### src/rtl/ecc_inj_pkg.sv
`timescale 1ns/1ps
package ecc_inj_pkg;
    parameter int TGT_W = 24;
    parameter int PAR_W = 8;
    parameter int CTL_W = TGT_W + PAR_W;

    // parity sits above the target so the packed word is {parity, target}
    typedef struct packed {
        logic [PAR_W-1:0] parity;
        logic [TGT_W-1:0] target;
    } inj_ctl_t;
endpackage

### src/rtl/ecc_inj_ctl_reg.sv
`timescale 1ns/1ps
module ecc_inj_ctl_reg
    import ecc_inj_pkg::*;
#(
    parameter int                  CFG_ADDR_W = 8,
    parameter logic [CFG_ADDR_W-1:0] CFG_OFFSET = 8'h10
) (
    input  logic                  clk,
    input  logic                  rst_n,
    input  logic                  cfg_we,
    input  logic [CFG_ADDR_W-1:0] cfg_addr,
    input  logic [CTL_W-1:0]      cfg_wdata,
    output inj_ctl_t              ctl_o
);
    typedef struct packed {
        inj_ctl_t ctl;
    } reg_state_t;

    reg_state_t st_d, st_q;

    always_comb begin
        st_d = st_q;
        if (cfg_we && (cfg_addr == CFG_OFFSET)) begin
            st_d.ctl = inj_ctl_t'(cfg_wdata);
        end
    end

    always_ff @(posedge clk or negedge rst_n) begin
        if (!rst_n) begin
            st_q <= '0;
        end else begin
            st_q <= st_d;
        end
    end

    assign ctl_o = st_q.ctl;
endmodule

### src/rtl/ecc_inj_path.sv
`timescale 1ns/1ps
module ecc_inj_path
    import ecc_inj_pkg::*;
#(
    parameter int ADDR_W  = 32,
    parameter int DATA_W  = 32,
    parameter int CHK_W   = 7,
    parameter int CMP_LSB = 2,
    parameter int CMP_W   = 24
) (
    input  logic              acc_valid,
    input  logic              acc_en,
    input  logic [ADDR_W-1:0] acc_addr,
    input  logic [DATA_W-1:0] acc_data,
    input  logic [CHK_W-1:0]  acc_chk,
    input  inj_ctl_t          ctl_i,
    output logic [DATA_W-1:0] data_o,
    output logic [CHK_W-1:0]  chk_o
);
    localparam int CMP_MSB = CMP_LSB + CMP_W - 1;

    typedef struct packed {
        logic              hit;
        logic [CHK_W-1:0]  chk;
        logic [DATA_W-1:0] data;
    } path_out_t;

    path_out_t po_d;

    // whole vectors marked so slices left out of the compare raise no warning
    logic [ADDR_W-1:0] unused_addr;
    inj_ctl_t          unused_ctl;
    assign unused_addr = acc_addr;
    assign unused_ctl  = ctl_i;

    always_comb begin
        po_d.hit  = acc_valid && acc_en &&
                    (acc_addr[CMP_MSB:CMP_LSB] == ctl_i.target[CMP_W-1:0]);
        po_d.data = acc_data;
        po_d.chk  = po_d.hit ? ctl_i.parity[CHK_W-1:0] : acc_chk;
    end

    assign data_o = po_d.data;
    assign chk_o  = po_d.chk;
endmodule

### src/rtl/ecc_parity_injector.sv
`timescale 1ns/1ps
module ecc_parity_injector
    import ecc_inj_pkg::*;
#(
    parameter int                    CFG_ADDR_W = 8,
    parameter logic [CFG_ADDR_W-1:0] CFG_OFFSET = 8'h10,
    parameter int                    ADDR_W     = 32,
    parameter int                    NARROW_W   = 32,
    parameter int                    WIDE_W     = 64,
    parameter int                    NARROW_CHK = 7,
    parameter int                    WIDE_CHK   = 8
) (
    input  logic                  clk,
    input  logic                  rst_n,
    input  logic                  cfg_we,
    input  logic [CFG_ADDR_W-1:0] cfg_addr,
    input  logic [31:0]           cfg_wdata,
    output logic [31:0]           cfg_rdata,
    input  logic                  rf_valid,
    input  logic                  rf_inj_en,
    input  logic [ADDR_W-1:0]     rf_addr,
    input  logic [NARROW_W-1:0]   rf_data_i,
    input  logic [NARROW_CHK-1:0] rf_chk_i,
    output logic [NARROW_W-1:0]   rf_data_o,
    output logic [NARROW_CHK-1:0] rf_chk_o,
    input  logic                  mr_valid,
    input  logic                  mr_inj_en,
    input  logic [ADDR_W-1:0]     mr_addr,
    input  logic [WIDE_W-1:0]     mr_data_i,
    input  logic [WIDE_CHK-1:0]   mr_chk_i,
    output logic [WIDE_W-1:0]     mr_data_o,
    output logic [WIDE_CHK-1:0]   mr_chk_o,
    input  logic                  wr_valid,
    input  logic                  wr_inj_en,
    input  logic [ADDR_W-1:0]     wr_addr,
    input  logic [NARROW_W-1:0]   wr_data_i,
    input  logic [NARROW_CHK-1:0] wr_chk_i,
    output logic [NARROW_W-1:0]   wr_data_o,
    output logic [NARROW_CHK-1:0] wr_chk_o
);
    // word-offset bits below each compared slice
    localparam int NARROW_LSB = $clog2(NARROW_W / 8);
    localparam int WIDE_LSB   = $clog2(WIDE_W / 8);

    inj_ctl_t ctl;

    ecc_inj_ctl_reg #(
        .CFG_ADDR_W (CFG_ADDR_W),
        .CFG_OFFSET (CFG_OFFSET)
    ) u_ctl (
        .clk       (clk),
        .rst_n     (rst_n),
        .cfg_we    (cfg_we),
        .cfg_addr  (cfg_addr),
        .cfg_wdata (cfg_wdata),
        .ctl_o     (ctl)
    );

    assign cfg_rdata = ctl;

    // cache refill: 24-bit word index
    ecc_inj_path #(
        .ADDR_W (ADDR_W), .DATA_W (NARROW_W), .CHK_W (NARROW_CHK),
        .CMP_LSB (NARROW_LSB), .CMP_W (TGT_W)
    ) u_refill (
        .acc_valid (rf_valid), .acc_en (rf_inj_en), .acc_addr (rf_addr),
        .acc_data (rf_data_i), .acc_chk (rf_chk_i), .ctl_i (ctl),
        .data_o (rf_data_o), .chk_o (rf_chk_o)
    );

    // main flash read: 24-bit index of 64-bit words
    ecc_inj_path #(
        .ADDR_W (ADDR_W), .DATA_W (WIDE_W), .CHK_W (WIDE_CHK),
        .CMP_LSB (WIDE_LSB), .CMP_W (TGT_W)
    ) u_main (
        .acc_valid (mr_valid), .acc_en (mr_inj_en), .acc_addr (mr_addr),
        .acc_data (mr_data_i), .acc_chk (mr_chk_i), .ctl_i (ctl),
        .data_o (mr_data_o), .chk_o (mr_chk_o)
    );

    // work flash read: 23-bit index, top target bit ignored
    ecc_inj_path #(
        .ADDR_W (ADDR_W), .DATA_W (NARROW_W), .CHK_W (NARROW_CHK),
        .CMP_LSB (NARROW_LSB), .CMP_W (TGT_W - 1)
    ) u_work (
        .acc_valid (wr_valid), .acc_en (wr_inj_en), .acc_addr (wr_addr),
        .acc_data (wr_data_i), .acc_chk (wr_chk_i), .ctl_i (ctl),
        .data_o (wr_data_o), .chk_o (wr_chk_o)
    );
endmodule

### config.mk
export PLATFORM = sky130hd
export DESIGN_NAME = ecc_parity_injector
export DESIGN_NICKNAME = d
export VERILOG_FILES = /design/src/rtl/ecc_inj_pkg.sv /design/src/rtl/ecc_inj_ctl_reg.sv /design/src/rtl/ecc_inj_path.sv /design/src/rtl/ecc_parity_injector.sv
export SDC_FILE = /design/constraint.sdc
export NUM_CORES = 1
export LEC_CHECK = 0
export ABC_AREA = 0
export BUFFER_PORTS_ARGS = -buffer_cell sky130_fd_sc_hd__buf_2
export CORE_AREA = 2 2 184 186
export DETAILED_ROUTE_END_ITERATION = 8
export DIE_AREA = 0 0 186 188
export PLACE_DENSITY = 0.33
export REMOVE_ABC_BUFFERS = 1
export SYNTH_ARGS = -nofsm -noshare
export SYNTH_HDL_FRONTEND = slang
export SYNTH_HIERARCHICAL = 1
export SYNTH_SLANG_ARGS = --single-unit
### constraint.sdc
create_clock -name clk -period 5.6 [get_ports clk]
set_clock_uncertainty 0.05 [all_clocks]
set_input_delay 1.12 -clock clk [delete_from_list [all_inputs] [get_ports clk]]
set_output_delay 1.12 -clock clk [all_outputs]
set_load 0.01 [all_outputs]
### Yosys cells after proc, flatten, opt, wreduce, memory -nomap -nowiden

Index checks and enable logic that the tools add are counted.

* eq/ne operators: 4
* reduce and logical (&&, ||, !) cells: 7
* multiplexer cells: 3

Operator list (count)
* $eq 24x24->1: 2
* $eq 23x23->1: 1
* $mux 7: 2
* $eq 8x5->1 const B: 1
* $mux 8: 1
* $logic_and 1x1->1: 7

* register bits: 32
* word-level logic and storage cells: 16
* input bits: 295
* output and inout bits: 182

### Longest topological paths before layout

Gate-level depths: netlist (run 1).

* depth in word-level cells: 3
* gate-level depth with buffers: 5
* gate-level depth less buffers: 5

### Cells and area by module

Netlist (run 1), hierarchy kept.

By module, submodules not included
* ecc_inj_ctl_reg: cells each 70, instances 1, area each 1360.1 sq um, seq. area each 800.8 sq um
* ecc_inj_path (u_main): cells each 105, instances 1, area each 849.6 sq um, seq. area each 0.0 sq um
* ecc_inj_path (u_refill): cells each 72, instances 1, area each 598.1 sq um, seq. area each 0.0 sq um
* ecc_inj_path (u_work): cells each 71, instances 1, area each 584.3 sq um, seq. area each 0.0 sq um

### Worst setup path after synthesis (run 1)

Ideal clock, no wire load.

* path type: in2out
* start point: input mr_addr[4]
* end point: output mr_chk_o[0]
* stages on the path: 5
* path slack: 1852 ps
* data required time: 4430 ps
* path buffers: 0
* arrival time: 2578 ps
* cells stage by stage: xor2_1 -> nor4_1 -> nand4_1 -> nor4_4 -> mux2_2

* longest elaborated chain between the ends: 3

Ends and longest elaborated chain
* start: declaration: line ecc_parity_injector.sv:28 `input logic [ADDR_W-1:0] mr_addr,`
* $eq 24x24->1: line ecc_inj_path.sv:38 `(acc_addr[CMP_MSB:CMP_LSB] == ctl_i.target[CMP_W-1:0]);`
* $logic_and 1x1->1: line ecc_inj_path.sv:37 `po_d.hit = acc_valid && acc_en &&`
* $mux 8: line ecc_inj_path.sv:40 `po_d.chk = po_d.hit ? ctl_i.parity[CHK_W-1:0] : acc_chk;`
* end: declaration: line ecc_parity_injector.sv:32 `output logic [WIDE_CHK-1:0] mr_chk_o,`

No other way between the ends.

### Final worst setup path (run 1)

* start point: input wr_addr[13]
* end point: output wr_chk_o[4]

* longest elaborated chain between the ends: 3

Ends and longest elaborated chain
* start: declaration: line ecc_parity_injector.sv:35 `input logic [ADDR_W-1:0] wr_addr,`
* $eq 23x23->1: line ecc_inj_path.sv:38
* $logic_and 1x1->1: line ecc_inj_path.sv:37
* $mux 7: line ecc_inj_path.sv:40
* end: declaration: line ecc_parity_injector.sv:39 `output logic [NARROW_CHK-1:0] wr_chk_o`

No other way between the ends.

==> results of run 1 <==
synth_stat cells, drive strengths merged:
cell,count,share of area (%)
nor4b,1,0.70
nor4,12,3.1
nand3,2,0.30
nand4b,1,0.70
xor2,45,12
nand2,1,0.11
dfrtp,32,24
buf,131,29
xnor2,26,6.7
mux2,54,21
nor3,4,0.92
nand4,9,1.7
how the worst max path moves through the flow:
stage                      startpoint          end  slack, ns  cells past startpoint
after floorplan            mr_addr[4]  mr_chk_o[0]       1.85                      5
after global placement    wr_addr[13]  wr_chk_o[6]       1.05                      7
after detailed placement  wr_addr[13]  wr_chk_o[5]       1.05                      7
after CTS                 wr_addr[13]  wr_chk_o[5]       1.05                      7
after global routing      wr_addr[13]  wr_chk_o[6]       0.96                      7
final                     wr_addr[13]  wr_chk_o[4]       1.11                      7
per-stage QoR:
step	cells	instance area (um^2)	util, %	hold slack [ns]	setup WS [ns]
after floorplan	187	2397	-	0.5156	1.852
after global placement	833	3956	11.95	0.4918	1.053
after detailed placement	833	3956	11.95	0.4808	1.051
after CTS	841	4124	12.45	0.5088	1.048
after global routing	841	4124	12.45	0.5227	0.9619
final	841	4124	12.45	0.4979	1.106
report_power, final:
part / switching, mW / internal, mW / leakage [nW]
clock: 0.129 / 0.210 / 0.0798
sequential: 0.0257 / 0.242 / 0.441
combinational: 0.0677 / 0.0944 / 1.62
layout make-up:
type	instances	area, um^2
sequential	32	800.8
tap	448	560.5
clock inverter	3	42.54
multi-input combinational	155	1597
fill	3841	28990
clock buffer	5	125.1
timing repair buffer	198	998.5
metal layers:
| layer | vias to the layer above | GRT usage [%] |
|---|---|---|
| met2 | 284 | 17.77 |
| li1 | 1083 | - |
| met5 | - | 5.143 |
| met3 | 73 | 9.497 |
| met4 | 10 | 10.27 |
| met1 | 1102 | 11.73 |
kinds of logic (layout without fill, tap and decap cells):
group                     count (synthesis)  after routing  synth area share, %
muxes                                    54             54                21.25
buffers and inverters                   131            206                29.32
DFF                                      32             32                23.61
xor gates and xnor gates                 71             71                18.33
and+or+nand+nor                          30             30                7.488
==> run_results.csv, run 1 <==
group,metric,value,unit
outcome,status,"finished, final reports clean",
timing,post-route-period-util,80.24,%
global_routing,grt_pass1_vias,2715,
finish,layout_commonest_cell,"buf_2",
clock_tree,cts.sinks,32,
floorplan,design.die.area,34970,um^2
finish,final_cell_mix,"buf_2 (195), xor2_1 (45), dfrtp_1 (32)",
floorplan,start_util,10.24,%
worst_setup_path,path_buf_inv,2,
global_routing,grt_max_degree,33,
timing,tns,0,ns
pwr,ir_drop,0.08621,mV
worst_setup_path,worstSetupStartpointType,"input port",
pwr,powerDensity,186.2,nW/um^2
yosys,syn_inst,318,
timing,rsz0062_at_grt,"no",
yosys,syn_area,3392,um^2
route,top_layer,"met5",
clock_tree,path_clk_slew,0.06,ns
route,drt_iter0_drc,80,
finish,fin_nets,687,
route,avgViaCountPerCell,3.034,
timing,slew_viol_final,0,
worst_hold_path,hold_start,"u_ctl/ctl_o[31]",
yosys,ys_seq_area_share,23.61,%
timing,fin_crit,4.494,ns
pwr,leakage,2.138,nW
worst_setup_path,cp_cell_sequence,"buf_2 -> xor2_1 -> nor4_1 -> nand4_1 -> nor3_4 -> mux2_2 -> buf_2",
clock_tree,cts_resized,0,
place,dp_hpwl,19960,um
worst_hold_path,hold_class,"register to register",
timing,worstMarginPinSlew,0.9587,ns
yosys,synth.avg_cell_area,10.67,um^2
worst_setup_path,worstReg2RegStart,"u_ctl/ctl_o[13]",
finish,largest_reg_flops,32,
worst_setup_path,end_kind,"primary output",
clock_tree,cts_buffers,5,
worst_setup_path,cp_data_required_time,4.43,ns
yosys,ys_ff_latch,32,
route,routed_wl,23060,um
finish,area_delta_synth_final,21.58,%
finish,drive_above_1_share,67.43,%
global_routing,grt_pass1_wl,27700,um
route,via_count,2552,
timing,hold_viol,0,
floorplan,core_area,33110,um^2
route,ant_nets,0,
timing,max_freq,0.2225,GHz
pwr,total_power,768.0,uW
global_routing,grtUsageTotal,12.60,%
place,gp_congestion,0.6573,
worst_setup_path,path_class,"input port to primary output",
worst_setup_path,slowest_stage,"nor4_1",
worst_hold_path,timing.hold.worst_endpoint,"u_ctl/ctl_o[31]",
clock_tree,post_cts_buffers,0,
worst_setup_path,arrival,3.32,ns
timing,max_slew_margin,35.99,%
worst_setup_path,reg2reg_slack,4.57,ns
yosys,yosysWarnings,6,
route,drc_errors,0,
clock_tree,clockRootBuffer,"clkbuf_16",
route,wl_met2,9327,um
worst_setup_path,cp_max_fo,7,
clock_tree,hold_buffers,0,
global_routing,antenna_found_initial,2,
worst_setup_path,reg2regPathDepth,1,
floorplan,die_w,186,um
route,wl_met1,7334,um
timing,setup_violations,0,
clock_tree,clock_path_buffers,2,
floorplan,num_io_pins,477,
flow_run,cap_viol_max_count,0,
route,drt-pass1-iter-count,4,
route,wl_met3,4067,um
worst_setup_path,path_delay_family,"simple AND/OR/NAND/NOR gates",
clock_tree,clk-insertion-delay-late,0.29,ns
floorplan,die_h,188,um
worst_setup_path,path_common_cell,"buf_2",
place,port_buffers,195,
route,post_drt_wl_per_cell,27.42,um
worst_setup_path,r2r-end,"u_ctl/ctl_o[13]",
floorplan,std_cell_rows,67,
clock_tree,cts_tree,"built",
global_routing,grt.overflow.total,0,
yosys,ys_types,16,
worst_hold_path,hold_depth,1,
worst_setup_path,cpPeakStageDelay,0.57,ns
clock_tree,htreeDepth,2,
finish,n_antenna_cell,0,
Power figures use the tool's default switching activity.
==> inputs of run 2 (changes only) <==
CORE_AREA = 2 2 185 187   (was 2 2 184 186)
DIE_AREA = 0 0 187 189   (was 0 0 186 188)
PLACE_DENSITY = 0.34   (was 0.33)
clock period = 3.6 ns   (was 5.6 ns; I/O delays follow)
==> run_results.csv, run 2 (synthesis results as in run 1) <==
group,metric,value,unit
worst_setup_path,path_buf_inv,4,
worst_setup_path,reg2reg_slack,2.58,ns
floorplan,design.die.area,35340,um^2
timing,slew_viol_final,0,
global_routing,grtUsageTotal,12.77,%
floorplan,die_h,189,um
finish,fin_nets,706,
worst_hold_path,hold_start,"u_ctl/ctl_o[31]",
clock_tree,hold_buffers,0,
pwr,ir_drop,0.1386,mV
finish,postLayoutCellArea,4332,um^2
pwr,powerDensity,267.6,nW/um^2
finish,area_delta_synth_final,27.70,%
worst_setup_path,path_delay_family,"simple AND/OR/NAND/NOR gates",
route,drt-pass1-iter-count,4,
floorplan,die_w,187,um
place,gp_congestion,0.7037,
clock_tree,cts_tree,"built",
finish,multi_input_area,1652,um^2
global_routing,grt.overflow.total,0,
outcome,status,"finished, final reports clean",
clock_tree,cts.sinks,32,
floorplan,core_area,33280,um^2
pwr,leakage,2.228,nW
worst_setup_path,cp_data_required_time,2.83,ns
floorplan,num_io_pins,477,
finish,fill_cells,3847,
place,place_ws,-0.03120,ns
clock_tree,clockRootBuffer,"clkbuf_16",
worst_setup_path,path_class,"input port to primary output",
global_routing,grt_pass1_vias,2818,
worst_setup_path,worstSetupStartpointType,"input port",
timing,hold_viol,0,
route,ant_nets,0,
route,avgViaCountPerCell,3.017,
flow_run,cap_viol_max_count,0,
worst_setup_path,r2r-end,"u_ctl/ctl_o[13]",
route,routed_wl,23220,um
worst_hold_path,hold_depth,1,
timing,fin_crit,3.430,ns
place,dp_hpwl,20170,um
finish,final_cell_mix,"buf_2 (195), xor2_1 (45), mux2_4 (30)",
place,dpl-instance-area,4089,um^2
worst_hold_path,hold_class,"register to register",
timing,setup_violations,0,
clock_tree,htreeDepth,2,
worst_hold_path,timing.hold.worst_endpoint,"u_ctl/ctl_o[31]",
finish,drive_above_1_share,71.60,%
finish,largest_reg_flops,32,
worst_setup_path,end_kind,"primary output",
worst_setup_path,cpPeakStageDelay,0.36,ns
route,via_count,2610,
clock_tree,path_clk_slew,0.06,ns
timing,rsz0062_at_grt,"no",
timing,worstMarginPinSlew,0.9274,ns
worst_setup_path,reg2regPathDepth,2,
finish,layout_commonest_cell,"buf_2",
floorplan,start_util,10.19,%
worst_setup_path,worstReg2RegStart,"u_ctl/ctl_o[13]",
clock_tree,clk-insertion-delay-late,0.29,ns
worst_setup_path,slowest_stage,"nor4_2",
global_routing,antenna_found_initial,10,
global_routing,grt_max_degree,33,
route,drc_errors,0,
worst_setup_path,arrival,2.66,ns
route,post_drt_wl_per_cell,26.85,um
timing,max_freq,0.2915,GHz
timing,max_slew_margin,38.18,%
worst_setup_path,cp_max_fo,4,
finish,register_area,807.0,um^2
timing,finalWorstSetupSlack,0.1698,ns
floorplan,std_cell_rows,67,
clock_tree,clock_path_buffers,2,
timing,post-route-period-util,95.28,%
global_routing,grt_pass1_wl,28970,um
route,drt_iter0_drc,50,
worst_setup_path,cp_cell_sequence,"buf_2 -> xor2_1 -> nor4_2 -> buf_4 -> nand3_1 -> nor4_4 -> buf_4 -> mux2_2 -> buf_2",
place,port_buffers,195,
clock_tree,cts_buffers,5,
[run 2: metal layers]
layer	routed length, um	up-vias	global-route usage [%]
met5	188	-	3.984
met4	1245	10	6.380
met3	4776	80	12.34
met2	9927	278	18.87
met1	7083	1112	11.31
li1	-	1130	-
[run 2: repair_timing]
action                     4_1_cts  5_1_grt
resized for setup                3       11
pin swaps                        0        6
setup buffers                    0        3
setup endpoints to repair       11       15
cloned                           0        0
[run 2: report_power, final]
part	switching, mW	total (mW)	internal, mW
Sequential	0.0308	0.408	0.377
Combinational	0.122	0.280	0.158
Clock	0.194	0.471	0.277
[run 2: worst register-to-register path, delay by kind of cell (launching register included)]
family / cells / cell delay [ns]
mux: 1 / 0.25
flops: 1 / 0.42
buf+inv: 1 / 0.18
[run 2: how the worst max path moves through the flow]
stage	from	endpoint	slack [ns]	cells after the start
floorplan	mr_addr[4]	mr_chk_o[0]	0.65	5
global placement	rf_addr[6]	rf_chk_o[3]	-0.03	10
detailed placement	rf_addr[6]	rf_chk_o[3]	-0.03	10
CTS	u_ctl/ctl_o[6]	rf_chk_o[3]	0.008	9
global route	u_ctl/ctl_o[14]	wr_chk_o[6]	0.002	9
finish	rf_addr[13]	rf_chk_o[3]	0.17	9
[run 2: layout make-up]
type	instances	area share, %
Clock buffer	8	3.380
Timing Repair Buffer	217	26.63
Sequential cell	32	18.63
Tap cell	448	12.94
Antenna cell	5	0.2889
Multi-Input combinational cell	155	38.13
[run 2: metrics by stage]
step           utilization, %  std cells  hold slack [ns]  total power, mW  TNS, ns
5_1_grt                 12.99        861           0.5205            1.242        0
4_1_cts                 12.78        857           0.5110            1.198        0
3_5_place_dp            12.29        849           0.4937           0.6932  -0.1302
6_report                13.02        865           0.5000            1.159        0
2_1_floorplan               -        187           0.3744           0.5235        0
3_3_place_gp            12.29        849           0.4957           0.6924  -0.1838
==> inputs of run 3 (changes only) <==
CORE_AREA = 2 2 184 186   (was 2 2 185 187)
DIE_AREA = 0 0 186 188   (was 0 0 187 189)
PLACE_DENSITY = 0.33   (was 0.34)
SYNTH_HIERARCHICAL = unset   (was 1)
==> run_results.csv, run 3 <==
group,metric,value,unit
worst_setup_path,cp_max_fo,7,
clock_tree,cts_buffers,5,
finish,largest_reg_flops,32,
pwr,cellInternalPower,798.6,uW
clock_tree,htreeDepth,2,
clock_tree,clk-insertion-delay-late,0.29,ns
yosys,syn_inst,318,
yosys,yosysWarnings,0,
worst_setup_path,worstReg2RegStart,"u_ctl.ctl_o[17]",
floorplan,die_w,186,um
timing,tns,0,ns
finish,fill_cells,3846,
timing,hold_viol,0,
timing,post-route-period-util,93.66,%
route,drt-pass1-iter-count,4,
place,port_buffers,195,
clock_tree,post_cts_buffers,0,
floorplan,design.die.area,34970,um^2
finish,fin_nets,700,
timing,whs,0.4766,ns
worst_setup_path,worstSetupStartpointType,"input port",
timing,setup_violations,0,
yosys,synth_ff_type,"dfrtp_1",
route,drt_iter0_drc,40,
worst_setup_path,cp_cell_sequence,"buf_2 -> xor2_1 -> nor4_2 -> buf_4 -> nand3_1 -> nor4_4 -> buf_4 -> mux2_2 -> buf_2",
pwr,combPwrFrac,22.8,%
timing,slew_viol_final,0,
timing,rsz0062_at_grt,"no",
place,dp_hpwl,19500,um
route,routed_wl,22310,um
floorplan,num_io_pins,477,
flow_run,cap_viol_max_count,0,
pwr,powerDensity,279.1,nW/um^2
worst_setup_path,end_kind,"primary output",
route,ant_nets,0,
yosys,synth.avg_cell_area,10.13,um^2
global_routing,grt_pass1_vias,2657,
yosys,ys_types,15,
global_routing,grt_pass1_wl,27010,um
worst_setup_path,reg2reg_slack,2.56,ns
route,post_drt_wl_per_cell,26.03,um
yosys,yosys-top-cells-count,"buf_4 (128), mux2_2 (54), xor2_1 (45), dfrtp_1 (32), xnor2_1 (26)",
worst_setup_path,arrival,2.60,ns
place,gp_congestion,0.6564,
global_routing,antenna_found_initial,4,
yosys,synth_top_area_share,29.84,%
worst_setup_path,cp_data_required_time,2.83,ns
global_routing,grtUsageTotal,12.27,%
timing,max_slew_margin,39.35,%
finish,drive_above_1_share,67.73,%
yosys,synth_edf_count,0,
yosys,synthArstFlopShare,100.0,%
worst_setup_path,slowest_stage,"nor4_2",
yosys,ys_ff_latch,32,
route,avgViaCountPerCell,2.977,
pwr,power_frac_seq,36.0,%
clock_tree,path_clk_slew,0.07,ns
global_routing,grt_max_degree,33,
finish,layout_commonest_cell,"buf_2",
route,via_count,2551,
timing,max_freq,0.2966,GHz
pwr,leakage,2.047,nW
route,drc_errors,0,
clock_tree,cts_tree,"built",
finish,final_cell_mix,"buf_2 (195), mux2_2 (54), xor2_1 (45)",
worst_setup_path,crit_start,"rf_addr[21]",
pwr,p_sw_share,29.82,%
floorplan,die_h,188,um
clock_tree,clockRootBuffer,"clkbuf_16",
yosys,synth_top_area_cell,"buf_4",
yosys,syn_area,3221,um^2
pwr,clkPwrFrac,41.2,%
timing,worstMarginPinSlew,0.9098,ns
yosys,ys_seq_area_share,24.86,%
clock_tree,cts.sinks,32,
outcome,status,"finished, final reports clean",
pwr,switching_power,339.3,uW
yosys,post-synth-top-count-cell,"buf_4",
pwr,ir_drop,0.1229,mV
global_routing,grt.overflow.total,0,
finish,area_delta_synth_final,26.61,%
clock_tree,clock_path_buffers,2,
worst_setup_path,path_class,"input port to primary output",
worst_setup_path,cpPeakStageDelay,0.48,ns
timing,fin_crit,3.372,ns
worst_hold_path,hold_class,"register to register",
yosys,synthTopCellsByArea,"buf_4 (30%), dfrtp_1 (25%), mux2_2 (19%)",
floorplan,std_cell_rows,67,
floorplan,core_area,33110,um^2
worst_hold_path,hold_start,"u_ctl.ctl_o[31]",
floorplan,start_util,9.726,%
==> run 3: cell count changes after synthesis, sizes merged <==
cell	before	now
clkbuf	0	3
buf	131	128
==> run 3: worst paths after layout <==
| kind | endpoint | cells after the start |
|---|---|---|
| worst min-delay path | u_ctl.ctl_o[31] | 1 |
| worst min register to register | u_ctl.ctl_o[31] | 1 |
| worst max-delay path | rf_chk_o[6] | 9 |
| worst max register to register | u_ctl.ctl_o[17] | 2 |
| max in group asynchronous | u_ctl.ctl_o[13] | 1 |
| min in group asynchronous | u_ctl.ctl_o[31] | 1 |
==> run 3: logic make-up (layout without fill, tap and decap cells) <==
logic type / count (synthesis) / after routing / synth area share [%]
buf+inv: 131 / 219 / 30.19
other cells: 0 / 3 / 0
mux: 54 / 54 / 18.88
flops: 32 / 32 / 24.86
xor+xnor: 71 / 71 / 19.31
simple gates: 30 / 30 / 6.760
==> run 3: repair_timing <==
action                     in CTS  in global routing
hold buffers                    0                  0
setup endpoints to repair       0                  7
gates resized for setup         0                  1
==> run 3: per-layer routing <==
metal / global-route usage [%] / up-vias / wire (um)
met2: 18.17 / 275 / 9507
li1: - / 1114 / -
met4: 8.995 / 6 / 1744
met3: 9.070 / 70 / 3780
met5: 3.857 / - / 168
met1: 11.30 / 1086 / 7105
==> run 3: stage by stage <==
| stage | cells | setup WS (ns) | power (mW) | area (um^2) | utilization (%) |
|---|---|---|---|---|---|
| 4_1_cts | 854 | 0.03445 | 1.188 | 4064 | 12.27 |
| 6_report | 857 | 0.2284 | 1.138 | 4078 | 12.31 |
| 2_1_floorplan | 187 | 0.6365 | 0.5113 | 2248 | - |
| 3_3_place_gp | 846 | 0.02734 | 0.6843 | 3918 | 11.83 |
| 5_1_grt | 854 | 0.04351 | 1.222 | 4070 | 12.29 |
| 3_5_place_dp | 846 | 0.05575 | 0.6851 | 3918 | 11.83 |
==> run 3: power groups by stage <==
| stage | Combinational, mW | Clock (mW) | Sequential (mW) |
|---|---|---|---|
| 2_1_floorplan | 0.0967 | 0 | 0.415 |
| 3_3_place_gp | 0.265 | 0 | 0.419 |
| 3_5_place_dp | 0.266 | 0 | 0.419 |
| 4_1_cts | 0.268 | 0.507 | 0.412 |
| 5_1_grt | 0.289 | 0.518 | 0.415 |
| 6_report | 0.259 | 0.469 | 0.410 |
==> run 3: layout make-up <==
| type | count | area [um^2] | share of cell area, % |
|---|---|---|---|
| Antenna cell | 3 | 7.507 | 0.1841 |
| Clock buffer | 8 | 146.4 | 3.590 |
| Multi-Input combinational cell | 155 | 1454 | 35.66 |
| Sequential cell | 32 | 800.8 | 19.64 |
| Tap cell | 448 | 560.5 | 13.75 |
| Timing Repair Buffer | 211 | 1109 | 27.19 |
==> run 3: worst max-delay path, delay by kind of cell <==
| kind | cells | cell delay (ns) |
|---|---|---|
| multiplexers | 1 | 0.34 |
| buffers and inverters | 4 | 0.66 |
| XOR/XNOR | 1 | 0.14 |
| AND/OR/NAND/NOR | 3 | 0.73 |
